--- src/rtl/cell_port_pkg.sv ---
package cell_port_pkg;

  // Free whole-cell slots once held cells and an in-progress cell are counted.
  function automatic int unsigned cp_free_slots(input int unsigned held,
                                                input logic busy,
                                                input int unsigned depth);
    int unsigned used;
    used = held + (busy ? 32'd1 : 32'd0);
    return (used >= depth) ? 32'd0 : depth - used;
  endfunction

  // Flat store address of word idx inside cell slot slot.
  function automatic int unsigned cp_word_addr(input int unsigned slot,
                                               input int unsigned idx,
                                               input int unsigned words);
    return slot * words + idx;
  endfunction

  // Ring pointer advance for a depth that need not be a power of two.
  function automatic int unsigned cp_wrap_inc(input int unsigned v,
                                              input int unsigned depth);
    return (v + 32'd1 >= depth) ? 32'd0 : v + 32'd1;
  endfunction

  // Saturating increment of a w-bit counter.
  function automatic int unsigned cp_sat_inc(input int unsigned v,
                                             input int unsigned w);
    int unsigned mx;
    mx = (w >= 32) ? 32'hFFFF_FFFF : ((32'd1 << w) - 32'd1);
    return (v >= mx) ? mx : v + 32'd1;
  endfunction

endpackage

--- src/rtl/cp_rx_framer.sv ---
module cp_rx_framer
  import cell_port_pkg::*;
#(
  parameter int WORD_W     = 32,
  parameter int CELL_WORDS = 14,
  parameter int DEPTH      = 4,
  parameter int ERR_W      = 8,
  localparam int IDX_W     = $clog2(CELL_WORDS),
  localparam int CNT_W     = $clog2(DEPTH + 1),
  localparam int SLOT_W    = (DEPTH > 1) ? $clog2(DEPTH) : 1,
  localparam int ADDR_W    = $clog2(DEPTH * CELL_WORDS)
) (
  input  logic              clk,
  input  logic              rst_n,
  input  logic [WORD_W-1:0] rx_data,
  input  logic              rx_soc,
  input  logic [CNT_W-1:0]  held,
  input  logic [SLOT_W-1:0] wr_slot,
  output logic              wr_en,
  output logic [ADDR_W-1:0] wr_addr,
  output logic [WORD_W-1:0] wr_data,
  output logic              commit_evt,
  output logic              abort_evt,
  output logic              busy,
  output logic [ERR_W-1:0]  abort_cnt
);

  logic              active_q;
  logic [IDX_W-1:0]  idx_q;
  logic [ERR_W-1:0]  abort_q;
  logic              slot_ok;
  logic              last_word;
  logic [IDX_W-1:0]  wr_idx;

  // A new cell may claim a slot only if a whole slot is free in the store.
  assign slot_ok   = 32'(held) < DEPTH;
  assign last_word = !rx_soc && active_q && (idx_q == IDX_W'(CELL_WORDS - 1));
  assign wr_idx    = rx_soc ? '0 : idx_q;

  assign wr_en      = rx_soc ? slot_ok : active_q;
  assign wr_addr    = ADDR_W'(cp_word_addr(32'(wr_slot), 32'(wr_idx), CELL_WORDS));
  assign wr_data    = rx_data;
  assign commit_evt = last_word;
  assign abort_evt  = rx_soc && active_q;
  assign busy       = active_q;
  assign abort_cnt  = abort_q;

  always_ff @(posedge clk) begin
    if (!rst_n) begin
      active_q <= 1'b0;
      idx_q    <= '0;
      abort_q  <= '0;
    end else begin
      if (rx_soc) begin
        active_q <= slot_ok;
        idx_q    <= IDX_W'(1);
      end else if (active_q) begin
        if (last_word) begin
          active_q <= 1'b0;
          idx_q    <= '0;
        end else begin
          idx_q <= idx_q + 1'b1;
        end
      end
      if (abort_evt) begin
        abort_q <= ERR_W'(cp_sat_inc(32'(abort_q), ERR_W));
      end
    end
  end

endmodule

--- src/rtl/cp_cell_store.sv ---
module cp_cell_store
  import cell_port_pkg::*;
#(
  parameter int WORD_W     = 32,
  parameter int CELL_WORDS = 14,
  parameter int DEPTH      = 4,
  localparam int WORDS     = DEPTH * CELL_WORDS,
  localparam int CNT_W     = $clog2(DEPTH + 1),
  localparam int SLOT_W    = (DEPTH > 1) ? $clog2(DEPTH) : 1,
  localparam int ADDR_W    = $clog2(WORDS)
) (
  input  logic              clk,
  input  logic              rst_n,
  input  logic              wr_en,
  input  logic [ADDR_W-1:0] wr_addr,
  input  logic [WORD_W-1:0] wr_data,
  input  logic              commit_evt,
  input  logic              release_evt,
  input  logic [ADDR_W-1:0] rd_addr,
  output logic [WORD_W-1:0] rd_data,
  output logic [SLOT_W-1:0] wr_slot,
  output logic [SLOT_W-1:0] rd_slot,
  output logic [CNT_W-1:0]  held
);

  logic [WORD_W-1:0] mem_q [WORDS];
  logic [SLOT_W-1:0] tail_q;
  logic [SLOT_W-1:0] head_q;
  logic [CNT_W-1:0]  cnt_q;

  always_ff @(posedge clk) begin
    if (wr_en) begin
      mem_q[wr_addr] <= wr_data;
    end
  end

  assign rd_data = mem_q[rd_addr];
  assign wr_slot = tail_q;
  assign rd_slot = head_q;
  assign held    = cnt_q;

  // The slots form a ring: the receive side fills the tail, the transmit side
  // drains the head; a reset empties the ring without touching the words.
  always_ff @(posedge clk) begin
    if (!rst_n) begin
      tail_q <= '0;
      head_q <= '0;
      cnt_q  <= '0;
    end else begin
      if (commit_evt) begin
        tail_q <= SLOT_W'(cp_wrap_inc(32'(tail_q), DEPTH));
      end
      if (release_evt) begin
        head_q <= SLOT_W'(cp_wrap_inc(32'(head_q), DEPTH));
      end
      case ({commit_evt, release_evt})
        2'b10:   cnt_q <= cnt_q + 1'b1;
        2'b01:   cnt_q <= cnt_q - 1'b1;
        default: cnt_q <= cnt_q;
      endcase
    end
  end

endmodule

--- src/rtl/cp_tx_sender.sv ---
module cp_tx_sender
  import cell_port_pkg::*;
#(
  parameter int WORD_W     = 32,
  parameter int CELL_WORDS = 14,
  parameter int DEPTH      = 4,
  localparam int IDX_W     = $clog2(CELL_WORDS),
  localparam int CNT_W     = $clog2(DEPTH + 1),
  localparam int SLOT_W    = (DEPTH > 1) ? $clog2(DEPTH) : 1,
  localparam int ADDR_W    = $clog2(DEPTH * CELL_WORDS)
) (
  input  logic              clk,
  input  logic              rst_n,
  input  logic [CNT_W-1:0]  held,
  input  logic              tx_room,
  input  logic [SLOT_W-1:0] rd_slot,
  input  logic [WORD_W-1:0] rd_data,
  output logic [ADDR_W-1:0] rd_addr,
  output logic              release_evt,
  output logic [WORD_W-1:0] tx_data,
  output logic              tx_soc,
  output logic              tx_valid
);

  logic              sending_q;
  logic [IDX_W-1:0]  tidx_q;
  logic [WORD_W-1:0] data_q;
  logic              soc_q;
  logic              valid_q;
  logic              start;
  logic [IDX_W-1:0]  rd_idx;

  // Room is consulted only at a cell boundary; a started cell runs to the end.
  assign start       = !sending_q && (held != '0) && tx_room;
  assign rd_idx      = start ? '0 : tidx_q;
  assign rd_addr     = ADDR_W'(cp_word_addr(32'(rd_slot), 32'(rd_idx), CELL_WORDS));
  assign release_evt = sending_q && (tidx_q == IDX_W'(CELL_WORDS - 1));

  assign tx_data  = data_q;
  assign tx_soc   = soc_q;
  assign tx_valid = valid_q;

  always_ff @(posedge clk) begin
    if (!rst_n) begin
      sending_q <= 1'b0;
      tidx_q    <= '0;
      data_q    <= '0;
      soc_q     <= 1'b0;
      valid_q   <= 1'b0;
    end else begin
      soc_q   <= start;
      valid_q <= start || sending_q;
      if (start || sending_q) begin
        data_q <= rd_data;
      end
      if (start) begin
        sending_q <= 1'b1;
        tidx_q    <= IDX_W'(1);
      end else if (release_evt) begin
        sending_q <= 1'b0;
        tidx_q    <= '0;
      end else if (sending_q) begin
        tidx_q <= tidx_q + 1'b1;
      end
    end
  end

endmodule

--- src/rtl/cell_port.sv ---
module cell_port
  import cell_port_pkg::*;
#(
  parameter int WORD_W     = 32,
  parameter int CELL_WORDS = 14,
  parameter int DEPTH      = 4,
  parameter int ERR_W      = 8,
  localparam int CNT_W     = $clog2(DEPTH + 1),
  localparam int SLOT_W    = (DEPTH > 1) ? $clog2(DEPTH) : 1,
  localparam int ADDR_W    = $clog2(DEPTH * CELL_WORDS)
) (
  input  logic              clk,
  input  logic              rst_n,
  input  logic [WORD_W-1:0] rx_data,
  input  logic              rx_soc,
  output logic              rx_room,
  output logic [WORD_W-1:0] tx_data,
  output logic              tx_soc,
  output logic              tx_valid,
  input  logic              tx_room,
  output logic              cell_done,
  output logic [CNT_W-1:0]  cells_held,
  output logic [ERR_W-1:0]  abort_cnt
);

  // Named internal events, visible to the bound checker.
  logic              rx_busy;
  logic              commit_evt;
  logic              abort_evt;
  logic              release_evt;
  logic              wr_en;
  logic [ADDR_W-1:0] wr_addr;
  logic [WORD_W-1:0] wr_data;
  logic [ADDR_W-1:0] rd_addr;
  logic [WORD_W-1:0] rd_data;
  logic [SLOT_W-1:0] wr_slot;
  logic [SLOT_W-1:0] rd_slot;
  logic [CNT_W-1:0]  held;
  logic              done_q;

  cp_rx_framer #(
    .WORD_W(WORD_W), .CELL_WORDS(CELL_WORDS), .DEPTH(DEPTH), .ERR_W(ERR_W)
  ) u_rx (
    .clk(clk), .rst_n(rst_n), .rx_data(rx_data), .rx_soc(rx_soc),
    .held(held), .wr_slot(wr_slot), .wr_en(wr_en), .wr_addr(wr_addr),
    .wr_data(wr_data), .commit_evt(commit_evt), .abort_evt(abort_evt),
    .busy(rx_busy), .abort_cnt(abort_cnt)
  );

  cp_cell_store #(
    .WORD_W(WORD_W), .CELL_WORDS(CELL_WORDS), .DEPTH(DEPTH)
  ) u_store (
    .clk(clk), .rst_n(rst_n), .wr_en(wr_en), .wr_addr(wr_addr),
    .wr_data(wr_data), .commit_evt(commit_evt), .release_evt(release_evt),
    .rd_addr(rd_addr), .rd_data(rd_data), .wr_slot(wr_slot),
    .rd_slot(rd_slot), .held(held)
  );

  cp_tx_sender #(
    .WORD_W(WORD_W), .CELL_WORDS(CELL_WORDS), .DEPTH(DEPTH)
  ) u_tx (
    .clk(clk), .rst_n(rst_n), .held(held), .tx_room(tx_room),
    .rd_slot(rd_slot), .rd_data(rd_data), .rd_addr(rd_addr),
    .release_evt(release_evt), .tx_data(tx_data), .tx_soc(tx_soc),
    .tx_valid(tx_valid)
  );

  always_ff @(posedge clk) begin
    if (!rst_n) begin
      done_q <= 1'b0;
    end else begin
      done_q <= commit_evt;
    end
  end

  assign cell_done  = done_q;
  assign cells_held = held;
  assign rx_room    = cp_free_slots(32'(held), rx_busy, DEPTH) != 32'd0;

endmodule

--- config.mk ---
export PLATFORM = sky130hd
export DESIGN_NAME = cell_port
export DESIGN_NICKNAME = d
export VERILOG_FILES = /design/src/rtl/cell_port_pkg.sv /design/src/rtl/cp_rx_framer.sv /design/src/rtl/cp_cell_store.sv /design/src/rtl/cp_tx_sender.sv /design/src/rtl/cell_port.sv
export SDC_FILE = /design/constraint.sdc
export NUM_CORES = 2
export LEC_CHECK = 0
export BUFFER_PORTS_ARGS = -buffer_cell sky130_fd_sc_hd__buf_2
export CORE_UTILIZATION = 63
export DETAILED_ROUTE_END_ITERATION = 10
export PLACE_DENSITY = 0.8
export SYNTH_ARGS = -nofsm -noshare
export SYNTH_HDL_FRONTEND = slang
export SYNTH_HIERARCHICAL = 1
export SYNTH_SLANG_ARGS = --single-unit
--- constraint.sdc ---
create_clock -name clk -period 6.3 [get_ports clk]
set_input_delay 0.945 -clock clk [delete_from_list [all_inputs] [get_ports clk]]
set_output_delay 0.945 -clock clk [all_outputs]
set_load 0.05 [all_outputs]
======== After elaboration in Yosys (flattened, before gate mapping) ========
Memories as Yosys holds them, arrays and structs flattened. A register that Yosys moved wholly into a read port is not among the register bits.
Cells that the tools add are included.
word-level totals
  ROM bits ................................ 0
  input port bits ......................... 36
  latch bits .............................. 0
  bits in registers ....................... 28
  logic and storage cells ................. 77
  memories ................................ 1
  output and inout bits ................... 47
  memory bits (writable) .................. 1792
memory list
  memory         depth  bits a word  rd ports  clocked after Yosys merged registers in  write ports  line                 RTL
  u_store.mem_q  56     32           1         1                                        1            cp_cell_store.sv:26  logic [WORD_W-1:0] mem_q [WORDS];
operators by class
  equal/unequal tests ..................... 4
  div/mod/pow operators ................... 0
  bitwise gates (word level) .............. 1
  magnitude comparators ................... 5
  shifts and indexed selects .............. 0
  $mul .................................... 2
  reduce and logical (&&, ||, !) cells .... 18
  multiplexer cells ....................... 22
  $add $sub $neg .......................... 11
operators by type and width
  operator                                              count
  2-to-1 mux 32 bit                                     1
  nonzero test 32 bit                                   1
  2-to-1 mux 1 bit                                      14
  adder 6 x 4 -> 6 bit                                  2
  2-to-1 mux 4 bit                                      3
  multiplier 2 x 3 -> 5 bit (second input constant)     2
  adder 4 x 1 -> 4 bit (second input constant)          2
  adder 8 x 1 -> 8 bit (second input constant)          1
  equality test 4 bit (second input constant)           2
  >= comparator 8 bit (second input constant)           1
  2-to-1 mux 8 bit                                      1
  adder 2 x 1 -> 3 bit (second input constant)          2
  >= comparator 3 bit (second input constant)           2
  logical AND 1 bit                                     6
  one-hot mux 3 bit (2 select lines)                    1
  nonzero test 2 bit                                    3
  nonzero test 3 bit                                    2
  subtractor 3 x 4 -> 5 bit (first input constant)      1
  adder 3 x 1 -> 4 bit                                  1
  >= comparator 4 x 3 -> 1 bit (second input constant)  1
  2-to-1 mux 2 bit                                      2
  adder 3 x 1 -> 3 bit (second input constant)          1
  zero test 1 bit                                       3
  less-than comparator 3 bit (second input constant)    1
  other kinds (7)                                       7

======== Depth between registers and ports, before layout ========
  word-level depth ........................ 6
  depth in mapped cells ................... 19

======== Modules after synthesis ========
The synthesis kept the hierarchy.
modules (own cells, without submodules)
  module         instances  cells each  sequential area each (um^2)  area each (um^2)
  cp_cell_store  1          3154        53951.7                      69090.0
  cp_tx_sender   1          197         780.7                        1815.5
  cp_rx_framer   1          135         260.2                        1102.3
  cell_port      1          3           20.0                         32.5

======== Worst setup path after synthesis ========
OpenSTA, ideal clock, no wires.
  kind .................................... input port to flip-flop
  start ................................... in rx_soc
  end ..................................... mem u_store.mem_q[32][0] (enable)
  data required time ...................... 5.839 ns
  stages on the path ...................... 10
  arrival time ............................ 5.086 ns
  buffers on the path ..................... 1
  path slack .............................. 0.753 ns
  cells stage by stage .................... clkbuf_1 -> nor2_1 -> ha_1 -> fa_1 -> a21o_1 -> nand2_1 -> xnor2_1 -> nand3b_1 -> or3_1 -> nor3_1
on the way
  elaborated cells on any way between the ends .. 5
  those cells by class .................... add/sub (1); mux (4)
RTL lines
  what                  line                 RTL
  start: declaration    cell_port.sv:15      input logic rx_soc,
  2-to-1 mux 4 bit      cp_rx_framer.sv:38   assign wr_idx = rx_soc ? '0 : idx_q;
  adder 6 x 4 -> 6 bit  cell_port_pkg.sv:16  return slot * words + idx;
  named net wr_addr[5]  cell_port.sv:32      logic [ADDR_W-1:0] wr_addr;
  end: declaration      cp_cell_store.sv:26
The timed path passes the listed nets, and every way through them passes these cells.

======== Worst setup path after layout ========
  start ................................... reg u_store.cnt_q[1], in the netlist u_store/held[1]
  end ..................................... reg u_tx.data_q[20], in the netlist u_tx/tx_data[20] (read register of u_store.mem_q)
on the way
  word-level cells in the longest chain between the ends .. 5
  elaborated cells on any way between the ends .. 6
  those cells by class .................... add/sub (1); mux (1); reduce/logical (4)
ends and longest elaborated chain
  what                            line                 RTL
  start: declaration              cp_cell_store.sv:29  logic [CNT_W-1:0] cnt_q;
  start signal: assignment        cp_cell_store.sv:57  2'b10: cnt_q <= cnt_q + 1'b1;
  start signal: assignment        cp_cell_store.sv:58  2'b01: cnt_q <= cnt_q - 1'b1;
  start signal: assignment        cp_cell_store.sv:59  default: cnt_q <= cnt_q;
  nonzero test 3 bit              cp_tx_sender.sv:34   assign start = !sending_q && (held != '0) && tx_room;
  logical AND 1 bit (2 in a row)  cp_tx_sender.sv:34
  2-to-1 mux 4 bit                cp_tx_sender.sv:35   assign rd_idx = start ? '0 : tidx_q;
  adder 6 x 4 -> 6 bit            cell_port_pkg.sv:16
  named net rd_addr[5]            cell_port.sv:34      logic [ADDR_W-1:0] rd_addr;
  end: declaration                cp_tx_sender.sv:27   logic [WORD_W-1:0] data_q;
The timed path passes the listed nets, and every way through them passes these cells.
A chain may end at the register's enable or synchronous reset.

==> impl_summary.log <==
INFO  metric status = completed
INFO  metric initial_core_util = 63.77%
INFO  metric dr.first_iter.drc_count = 6,232
INFO  metric synth_fp_nets = 3,548
INFO  metric finish.net_count = 3,695
INFO  metric die_height = 340.2 um
INFO  metric report.final.slew_viol_count = 0
INFO  metric post-route-worst-setup-slack = 1.053 ns
INFO  metric post-route-cell-area = 80,120 um2
INFO  metric ys_types = 58
INFO  metric avgSynthCellArea = 20.65 um2
INFO  metric postPlaceCellArea = 74,480 um2
INFO  metric vias_in_the_first_global_route = 37,550
INFO  metric critical_path.startpoint_type = register
INFO  metric max_slew.worst_pin.slew = 1.267 ns
INFO  metric ctsRootBufferMaster = clkbuf_16
INFO  metric slowest_delay = 0.94 ns
INFO  metric post-cts-setup-buffers = 0
INFO  metric routed_length_per_instance = 34.85 um
INFO  metric synth.yosys.warnings = 6
INFO  metric gp_congestion = 0.8665
INFO  metric worstPathCellList = o31ai_4 -> nor2_1 -> nor2_1 -> ha_4 -> inv_1 -> fa_1 -> nor2b_1 -> o21ai_0 -> xnor2_2 -> buf_4 -> nor2b_1 -> nand3_1 -> and3_1 -> nand2_1 -> mux2i_1
INFO  metric syn2layout_area_growth = 11.21%
INFO  metric portBuffers = 82
INFO  metric p_leak = 24.63 nW
INFO  metric postRouteAntennaNets = 0
INFO  metric maxCapViolations = 0
INFO  metric r2r_end = u_tx/tx_data[20]
INFO  metric cp_num_buf_inv = 2
INFO  metric min-delay-start = rst_n
INFO  metric reg2reg_slack = 1.05 ns
INFO  metric rsz0062_at_grt = no
INFO  metric i_o_pin_total = 83
INFO  metric power-per-cell-area = 302.6 nW/um2
INFO  metric arrival = 5.89 ns
INFO  metric post_cts_resize_count = 0
INFO  metric synth_seq_cells = 1,852
INFO  metric cp_data_required_time = 6.95 ns
INFO  metric cts_tree = built
INFO  metric path_clk_slew = 0.06 ns
INFO  metric worst_clock_skew = 0.04456 ns
INFO  metric floorplan.die_area = 115,700 um2
INFO  metric setup-violations-final = 0
INFO  metric route.vias.total = 37,655
INFO  metric power.total = 24.25 mW
INFO  metric grt_max_degree = 85
INFO  metric synth.cell_area = 72,040 um2
INFO  metric cp-end-kind = register
INFO  metric maxClockFrequency = 190.6 MHz
INFO  metric cpMaxStageDelayCell = nor2b_1
INFO  metric fin_cells = 5,288
INFO  metric dp_slack = 0.7949 ns
INFO  metric vias_per_instance = 7.121
INFO  metric synth-edff-count = 1,792
INFO  metric post-dp-hpwl = 102,700 um
INFO  metric timing.hold.worst_path_depth = 2
INFO  metric timing.slew.headroom = 15.55%
INFO  metric post_route_cells_drive_above_1_share = 24.72%
INFO  metric report.final.hold_viol_count = 0
INFO  metric totalNegativeSetupSlack = 0 ns
INFO  metric layout.core_utilization = 70.93%
INFO  metric synth-seq-area-share = 76.36%
INFO  metric min_to = u_rx/abort_cnt[7]
INFO  metric fin_worst_hold_slack = 0.4749 ns
INFO  metric clk_path_buf_depth = 3
INFO  metric worst_setup_path_category = reg -> reg
INFO  metric crit_path_max_fanout = 23
INFO  metric grt_pass1_wl = 264,000 um
INFO  metric wirelength = 184,300 um
INFO  metric worstRegToRegCells = 15
INFO  metric gr-total-overflow = 0
INFO  metric ir_drop = 0.2905 mV
INFO  metric core_region_area = 113,000 um2
INFO  metric synth_cells = 3,489
INFO  metric asyncSetResetFlopFracSynth = 0%
INFO  metric numPlacedInstances = 4,959
INFO  metric crit-reg2reg-launch = u_store/held[1]
INFO  metric crit_family = simple AND/OR/NAND/NOR gates
INFO  metric finalWorstPathRequiredPeriod = 5.247 ns
INFO  metric layout.area.seq = 55,010 um2
INFO  metric synth_ff_type = edfxtp_1
INFO  metric floorplan.rows = 123
INFO  metric gr-usage-all-layers = 32.24%
INFO  metric drc_errors = 0
INFO  metric dr.pass1.iters = 6
INFO  metric cts_sinks = 1,852
INFO  metric num-fill-cells = 6,228
INFO  metric ctsHoldBuffers = 0
INFO  metric htree_num_levels = 4
INFO  metric die_x = 340.2 um
INFO  metric grt_antenna_before_repair = 7
INFO  metric min_path_type = in -> reg
INFO  metric cts_inserted_buffers = 175
INFO  metric clock_insertion_delay_worst_skew = 0.81 ns
INFO  metric post-route-period-util = 83.29%
INFO  metric multi_input_area = 15,960 um2
## Yosys cell counts, types with 9 or more instances
library cell / instances / area (um2)
ha_1: 20 / 250.2
clkbuf_1: 60 / 225.2
o31ai_1: 11 / 82.58
a22oi_1: 117 / 878.3
mux2i_1: 231 / 2312
buf_6: 24 / 270.3
nand2_1: 133 / 499.2
edfxtp_1: 1792 / 53810
mux4_2: 356 / 8018
o41ai_2: 19 / 309.1
nor2_1: 87 / 326.6
or3_1: 9 / 56.30
a211oi_1: 12 / 90.09
a21oi_1: 34 / 170.2
buf_2: 59 / 295.3
nor2b_1: 33 / 206.5
mux2_2: 21 / 236.5
nand3_1: 25 / 125.1
buf_4: 79 / 593.1
o21ai_0: 44 / 220.2
o22ai_1: 80 / 500.5
inv_1: 21 / 78.83
and3_1: 34 / 212.7
a31oi_1: 17 / 106.4
nand3_2: 16 / 160.2
dfxtp_1: 60 / 1201
## cell type report
class / instances / share of cell area [%]
clock inverters: 99 / 1.192
clock buffers: 229 / 5.845
inverters: 21 / 0.1046
well taps: 1500 / 2.343
multi-input cells: 1386 / 19.91
repair buffers: 200 / 1.933
flip-flops and latches: 1852 / 68.66
diodes: 1 / 0.003123
## routing by layer
| metal | vias up | track usage [%] | share of wire (%) | routed length, um |
|---|---|---|---|---|
| li1 | 14655 | - | - | - |
| met1 | 19128 | 43.81 | 34 | 62630 |
| met5 | - | 0 | 0.035 | 65 |
| met3 | 603 | 6.647 | 13 | 23060 |
| met4 | 10 | 15.41 | 5.4 | 10000 |
| met2 | 3259 | 50.81 | 48 | 88540 |
## sequential cells by signal, summed over array words and instances, names as in the netlist
name             cells
u_store/mem_q     1792
u_tx/tx_data        32
u_rx/abort_cnt       8
u_rx/idx_q           4
u_tx/tidx_q          4
u_store/held         3
u_store/rd_slot      2
u_store/wr_slot      2
cell_done            1
u_rx/busy            1
u_tx/sending_q       1
u_tx/tx_soc          1
u_tx/tx_valid        1
## worst max path at each step
stage                    startpoint                    to  cells after the start  slack (ns)
finish              u_store/held[1]      u_tx/tx_data[20]                     15        1.05
global route        u_store/held[1]      u_tx/tx_data[20]                     15        0.92
CTS                 u_store/held[1]      u_tx/tx_data[20]                     15        1.21
detailed placement          tx_room      u_tx/tx_data[20]                     16        0.79
global placement            tx_room      u_tx/tx_data[20]                     16        0.82
floorplan                    rx_soc  u_store/mem_q[32][0]                     10        0.75
## cell usage in the layout, fill, tap and decap left out, drive strengths merged, types with 4 or more instances in the layout
cell	Yosys	layout
a211oi	12	12
a21boi	13	13
a21oi	34	34
a22oi	117	117
a31oi	17	17
and2	8	8
and3	34	34
buf	170	200
bufinv	0	12
clkbuf	60	229
clkinv	0	72
clkinvlp	0	6
dfxtp	60	60
edfxtp	1792	1792
ha	20	20
inv	21	30
mux2	21	21
mux2i	231	231
mux4	356	356
nand2	133	133
nand2b	6	6
nand3	41	41
nand3b	6	6
nand4	5	5
nor2	87	87
nor2b	34	34
nor3	8	8
o21ai	45	45
o22ai	80	80
o31ai	12	12
o41ai	20	20
or3	9	9
xnor2	6	6
xor2	4	4
## where the power goes
group	internal (mW)	switching [mW]	leakage (nW)	total, mW
Combinational	0.0559	0.276	5.28	0.332
Sequential	13.5	0.0112	16.6	13.5
Clock	5.78	4.59	2.74	10.4
Total	19.4	4.88	24.6	24.2
## cells by family after synthesis
family          count (synthesis)  synth area share, %
flops                        1852                76.36
mux                           608                14.67
simple gates                  387                2.732
compound gates                358                3.545
buf+inv                       251                2.140
fa+ha+maj                      23               0.4307
xor+xnor                       10               0.1216
Power figures use the tool's default switching activity.
